### src/rtl/rsp_rx_pkg.sv
package rsp_rx_pkg;

    typedef enum logic [3:0] {
        S_IDLE,
        S_WAIT_HEAD,
        S_GET_MODE,
        S_POLL_OUT,
        S_GET_BYTE,
        S_WAIT_TAIL,
        S_GET_TAIL,
        S_JUDGE,
        S_REPORT
    } rx_state_e;

    typedef enum logic [2:0] {
        E_NONE     = 3'd0,
        E_TO_HEAD  = 3'd1,
        E_FRAME    = 3'd2,
        E_TO_BYTE  = 3'd3,
        E_TO_TAIL  = 3'd4,
        E_TAIL     = 3'd5,
        E_SHORT    = 3'd6,
        E_LENGTH   = 3'd7
    } rx_err_e;

    localparam logic [7:0] MODE_NORMAL = 8'h01;
    localparam logic [7:0] CODE_EOC    = 8'h03;
    localparam int         BIT_FULL    = 0;
    localparam int         BIT_FRAME   = 2;
    localparam int         HDR_FIRST   = 2;
    localparam int         HDR_LAST    = 5;
    localparam int         MIN_BYTES   = HDR_LAST + 1;

endpackage

### src/rtl/poll_timer.sv
module poll_timer #(
    parameter int TMR_W = 32
) (
    input  logic             clk,
    input  logic             rst_n,
    input  logic             clear,
    input  logic             miss,
    input  logic [TMR_W-1:0] limit,
    output logic             expired
);
    logic [TMR_W-1:0] cnt_q;
    logic [TMR_W:0]   cnt_nxt;

    assign cnt_nxt = {1'b0, cnt_q} + 1'b1;
    assign expired = miss && (cnt_nxt >= {1'b0, limit});

    always_ff @(posedge clk or negedge rst_n) begin
        if (!rst_n)
            cnt_q <= '0;
        else if (clear)
            cnt_q <= '0;
        else if (miss)
            cnt_q <= cnt_nxt[TMR_W-1:0];
    end
endmodule

### src/rtl/hdr_len_capture.sv
module hdr_len_capture
    import rsp_rx_pkg::*;
#(
    parameter int AW = 4
) (
    input  logic          clk,
    input  logic          rst_n,
    input  logic          clear,
    input  logic          we,
    input  logic [AW-1:0] addr,
    input  logic [7:0]    wdata,
    output logic [31:0]   len
);
    logic in_field;

    assign in_field = (int'(addr) >= HDR_FIRST) && (int'(addr) <= HDR_LAST);

    always_ff @(posedge clk or negedge rst_n) begin
        if (!rst_n)
            len <= '0;
        else if (clear)
            len <= '0;
        else if (we && in_field)
            len <= {len[23:0], wdata};
    end
endmodule

### src/rtl/rsp_rx_seq.sv
module rsp_rx_seq
    import rsp_rx_pkg::*;
#(
    parameter int BUF_DEPTH = 16,
    parameter int TMR_W     = 32,
    localparam int AW = $clog2(BUF_DEPTH),
    localparam int CW = $clog2(BUF_DEPTH + 1)
) (
    input  logic             clk,
    input  logic             rst_n,
    input  logic             start,
    input  logic [TMR_W-1:0] tmo_limit,
    output logic             mb_rd,
    output logic             mb_sel,
    input  logic [7:0]       mb_rdata,
    output logic             buf_we,
    output logic [AW-1:0]    buf_addr,
    output logic [7:0]       buf_wdata,
    output logic             done,
    output logic             err,
    output logic [2:0]       err_code,
    output logic [CW-1:0]    rx_count,
    output logic [31:0]      rsp_len
);
    rx_state_e state_q, state_d;
    rx_err_e   code_q, fail_code;
    logic      fail;
    logic [CW-1:0] cnt_q;
    logic [31:0]   len_w;
    logic      miss, expired, full, st_full, st_frame, launch;

    assign full     = (cnt_q == CW'(BUF_DEPTH));
    assign st_full  = mb_rdata[BIT_FULL];
    assign st_frame = mb_rdata[BIT_FRAME];
    assign launch   = (state_q == S_IDLE) && start;

    poll_timer #(.TMR_W(TMR_W)) u_timer (
        .clk     (clk),
        .rst_n   (rst_n),
        .clear   (!miss),
        .miss    (miss),
        .limit   (tmo_limit),
        .expired (expired)
    );

    hdr_len_capture #(.AW(AW)) u_len (
        .clk   (clk),
        .rst_n (rst_n),
        .clear (launch),
        .we    (buf_we),
        .addr  (buf_addr),
        .wdata (buf_wdata),
        .len   (len_w)
    );

    // next state and failure decode
    always_comb begin
        state_d   = state_q;
        fail      = 1'b0;
        fail_code = E_NONE;
        unique case (state_q)
            S_IDLE:      if (start) state_d = S_WAIT_HEAD;
            S_WAIT_HEAD: begin
                if (st_frame)     state_d = S_GET_MODE;
                else if (expired) begin fail = 1'b1; fail_code = E_TO_HEAD; end
            end
            S_GET_MODE: begin
                if (mb_rdata == MODE_NORMAL) state_d = S_POLL_OUT;
                else begin fail = 1'b1; fail_code = E_FRAME; end
            end
            S_POLL_OUT: begin
                if (full)                      state_d = S_WAIT_TAIL;
                else if (st_full && st_frame)  state_d = S_GET_TAIL;
                else if (st_full)              state_d = S_GET_BYTE;
                else if (expired) begin fail = 1'b1; fail_code = E_TO_BYTE; end
            end
            S_GET_BYTE:  state_d = S_POLL_OUT;
            S_WAIT_TAIL: begin
                if (st_frame)     state_d = S_GET_TAIL;
                else if (expired) begin fail = 1'b1; fail_code = E_TO_TAIL; end
            end
            S_GET_TAIL: begin
                if (mb_rdata == CODE_EOC) state_d = S_JUDGE;
                else begin fail = 1'b1; fail_code = E_TAIL; end
            end
            S_JUDGE: begin
                state_d = S_REPORT;
                if (32'(cnt_q) < 32'(MIN_BYTES)) begin
                    fail = 1'b1; fail_code = E_SHORT;
                end else if (len_w > 32'(cnt_q)) begin
                    fail = 1'b1; fail_code = E_LENGTH;
                end
            end
            S_REPORT:    state_d = S_IDLE;
            default:     state_d = S_IDLE;
        endcase
        if (fail) state_d = S_REPORT;
    end

    // state register
    always_ff @(posedge clk or negedge rst_n) begin
        if (!rst_n) state_q <= S_IDLE;
        else        state_q <= state_d;
    end

    // byte count and result code
    always_ff @(posedge clk or negedge rst_n) begin
        if (!rst_n) begin
            cnt_q  <= '0;
            code_q <= E_NONE;
        end else begin
            if (launch) begin
                cnt_q  <= '0;
                code_q <= E_NONE;
            end else begin
                if (buf_we) cnt_q <= cnt_q + 1'b1;
                if (fail)   code_q <= fail_code;
            end
        end
    end

    // outputs
    always_comb begin
        mb_rd  = 1'b0;
        mb_sel = 1'b0;
        buf_we = 1'b0;
        done   = 1'b0;
        miss   = 1'b0;
        unique case (state_q)
            S_WAIT_HEAD: begin mb_rd = 1'b1; miss = !st_frame; end
            S_GET_MODE:  begin mb_rd = 1'b1; mb_sel = 1'b1; end
            S_POLL_OUT:  begin mb_rd = !full; miss = !full && !st_full; end
            S_GET_BYTE:  begin mb_rd = 1'b1; mb_sel = 1'b1; buf_we = 1'b1; end
            S_WAIT_TAIL: begin mb_rd = 1'b1; miss = !st_frame; end
            S_GET_TAIL:  begin mb_rd = 1'b1; mb_sel = 1'b1; end
            S_REPORT:    done = 1'b1;
            default:     ;
        endcase
    end

    assign buf_addr  = cnt_q[AW-1:0];
    assign buf_wdata = mb_rdata;
    assign err       = done && (code_q != E_NONE);
    assign err_code  = code_q;
    assign rx_count  = cnt_q;
    assign rsp_len   = len_w;
endmodule

### config.mk
export PLATFORM = sky130hd
export DESIGN_NAME = rsp_rx_seq
export DESIGN_NICKNAME = d
export VERILOG_FILES = /design/src/rtl/rsp_rx_pkg.sv /design/src/rtl/poll_timer.sv /design/src/rtl/hdr_len_capture.sv /design/src/rtl/rsp_rx_seq.sv
export SDC_FILE = /design/constraint.sdc
export NUM_CORES = 1
export LEC_CHECK = 0
export BUFFER_PORTS_ARGS = -buffer_cell sky130_fd_sc_hd__buf_2
export CELL_PAD_IN_SITES_DETAIL_PLACEMENT = 0
export CELL_PAD_IN_SITES_GLOBAL_PLACEMENT = 2
export CORE_ASPECT_RATIO = 0.7
export CORE_UTILIZATION = 33
export DETAILED_ROUTE_END_ITERATION = 10
export PLACE_DENSITY = 0.82
export SETUP_SLACK_MARGIN = 0.5
export SYNTH_ARGS = -nofsm -noshare
export SYNTH_HDL_FRONTEND = slang
export SYNTH_SLANG_ARGS = --single-unit
### constraint.sdc
create_clock -name clk -period 4.32 [get_ports clk]
set_input_delay 0.648 -clock clk [delete_from_list [all_inputs] [get_ports clk]]
set_output_delay 0.648 -clock clk [all_outputs]
set_load 0.01 [all_outputs]
==> flow_metrics.env <==
export IMPL_antenna_left=0
export IMPL_r2r_end="state_q[3]"
export IMPL_syn_to_final_growth_pct=19.2
export IMPL_cts_tree="done"
export IMPL_grt_antenna_before_repair=0
export IMPL_avgSynthCellArea_um2=8.96
export IMPL_rsz0062_at_grt="no"
export IMPL_postSynth_asyncResetShare_pct=100
export IMPL_min_period_ns=3.56
export IMPL_syn_inst=542
export IMPL_root_buffer="clkbuf_16"
export IMPL_p_leak_nw=2.86
export IMPL_hold_violations=0
export IMPL_synth_edf_count=0
export IMPL_cp_start_kind="flop"
export IMPL_yosys_warnings=0
export IMPL_grt_max_degree=77
export IMPL_cts_buffers=9
export IMPL_ys_types=52
export IMPL_synth_area_mm2=0.00486
export IMPL_globalRouteTotalUtil_pct=16.9
export IMPL_power_density_mw_per_mm2=392
export IMPL_detail_route_vias_per_cell=4.91
export IMPL_ff2ff_path_depth=13
export IMPL_drv_cap=0
export IMPL_r2r_start="u_timer.cnt_q[8]"
export IMPL_clock_fmax_mhz=281
export IMPL_worst_slack_ns=0.762
export IMPL_nFillCells=1453
export IMPL_cp_required_ns=4.55
export IMPL_pin_count=100
export IMPL_antenna_cells=0
export IMPL_dp_hpwl_mm=9.23
export IMPL_peakVddDrop_uv=256
export IMPL_finalSetupViolations=0
export IMPL_routed_wl_mm=12.3
export IMPL_tightest_slew_ns=0.996
export IMPL_relSlewSlack_pct=33.6
export IMPL_yosysSeqAreaShare_pct=39.2
export IMPL_insertion_delay_ns=0.34
export IMPL_end_kind="flop"
export IMPL_drc=0
export IMPL_most_common_layout_cells="buf_2, nand2_1, dfrtp_1, ha_1, inv_1"
export IMPL_cts_max_level=3
export IMPL_nets=711
export IMPL_reg2reg_slack_ns=0.76
export IMPL_pre_cts_ws_ns=0.569
export IMPL_overflow=0
export IMPL_die_h_um=103
export IMPL_critPathKind="reg -> reg"
export IMPL_tns_ns=0
export IMPL_worstPathArrival_ns=3.79
export IMPL_num_vias=4030
export IMPL_ys_ff_latch=76
export IMPL_final_common_cell="buf_2"
export IMPL_grt_pass1_wl_mm=19.8
export IMPL_gp_congestion=0.775
export IMPL_cts_path_max_buffers=2
export IMPL_core_area_mm2=0.0141
export IMPL_critPathMaxFanout=6
export IMPL_drt_iter0_markers=260
export IMPL_cts_sinks=76
export IMPL_grt_pass1_vias=3798
export IMPL_firstDrtPassIters=4
export IMPL_period_share_pct=82.4
export IMPL_dieArea_mm2=0.0152
export IMPL_wl_per_cell_um=15.0
export IMPL_start_util_pct=34.3
export IMPL_syn_nets=628
export IMPL_skew_ns=0.0100
export IMPL_num_rows=36
export IMPL_synth_ff_type="dfrtp_1"
export IMPL_layout_drive_gt1_share_pct=22.4
export IMPL_die_w_um=147
export IMPL_io_buffers=99
export IMPL_ctsHoldBuffers=0
export IMPL_clkSlewWorstSetupHoldPaths_ns=0.07
export IMPL_outcome="completed"
export IMPL_slew_violations=0
export IMPL_hold_class="in -> async"
[through the flow]
| stage | power [mW] | cell area [um^2] | cells | utilization (%) | hold slack [ns] |
|---|---|---|---|---|---|
| global route | 2.43 | 5790 | 820 | 40.9 | 0.545 |
| detailed placement | 1.54 | 5450 | 803 | 38.5 | 0.516 |
| floorplan | 1.31 | 4860 | 542 | - | 0.352 |
| global placement | 1.53 | 5450 | 803 | 38.5 | 0.487 |
| CTS | 2.30 | 5740 | 819 | 40.6 | 0.509 |
| finish | 2.27 | 5790 | 820 | 40.9 | 0.465 |
[routing by layer]
metal  part of all wire [%]  track usage (%)  vias to the layer above
li1                       -                -                     2046
met3                    3.4             3.55                       10
met2                     43             24.8                       68
met5                      0                0                        -
met4                   0.88             5.08                        0
met1                     53             25.0                     1906
[area by class of cell]
class | count | area, um^2 | area share (%)
clock buffers | 9 | 225 | 3.89
clock inverters | 7 | 65.1 | 1.12
inverters | 42 | 158 | 2.72
multi-input cells | 393 | 2670 | 46.2
flip-flops and latches | 76 | 1900 | 32.9
well taps | 190 | 238 | 4.11
repair buffers | 103 | 528 | 9.12
[repair_timing]
item / in CTS / in global routing
buffers inserted: 0 / 1
setup endpoints to repair: 0 / 7
gates resized for setup: 0 / 8
[how the worst max path moves through the flow]
stage | startpoint | endpoint | slack (ns) | cells after the start
floorplan | u_timer.cnt_q[8] | err_code[2] | 1.18 | 14
global placement | u_timer.cnt_q[8] | err_code[2] | 0.65 | 13
detailed placement | u_timer.cnt_q[0] | err_code[2] | 0.57 | 14
CTS | u_timer.cnt_q[0] | err_code[2] | 0.56 | 14
global route | u_timer.cnt_q[0] | state_q[3] | 0.53 | 14
finish | u_timer.cnt_q[8] | state_q[3] | 0.76 | 13
[state kept, by name, summed over array words and instances, names as in the netlist]
register       flops
err_code           3
u_len.len         32
u_timer.cnt_q     32
rx_count           5
state_q            4
[synthesized netlist by cell type (15+ instances only)]
| cell type | number | area (um^2) |
|---|---|---|
| nand2_1 | 85 | 319 |
| dfrtp_1 | 76 | 1900 |
| ha_1 | 43 | 538 |
| inv_1 | 41 | 154 |
| o21ai_0 | 40 | 200 |
| xnor2_1 | 26 | 228 |
| nand3_1 | 23 | 115 |
| nor2_1 | 23 | 86.3 |
| nor2b_1 | 23 | 144 |
| a21oi_1 | 17 | 85.1 |
| clkbuf_1 | 16 | 60.1 |
| nand4_1 | 15 | 93.8 |
[power breakdown]
part	switching, mW	internal [mW]
Combinational	0.403	0.240
Clock	0.340	0.404
Sequential	0.111	0.768
[logic make-up after synthesis]
logic type / after synthesis / synth area share, %
XOR/XNOR: 34 / 6.13
AND/OR/NAND/NOR: 216 / 23.2
buffers and inverters: 73 / 6.70
adder cells (fa/ha/maj): 43 / 11.1
AO/OA/AOI/OAI: 100 / 13.7
flip-flops: 76 / 39.2
[critical path: stages, from the launching register on]
cell      delay [ns]
dfrtp_1         0.42
nand4_2         0.22
nor4_4          0.41
and3_1          0.31
nand4_1         0.14
xnor2_1         0.21
ha_1            0.28
nand4_1         0.20
nor3_1          0.10
a221oi_2        0.34
o31ai_2         0.14
nor3_4          0.28
o211ai_4        0.15
or2_1           0.23
Power figures use the tool's default switching activity.
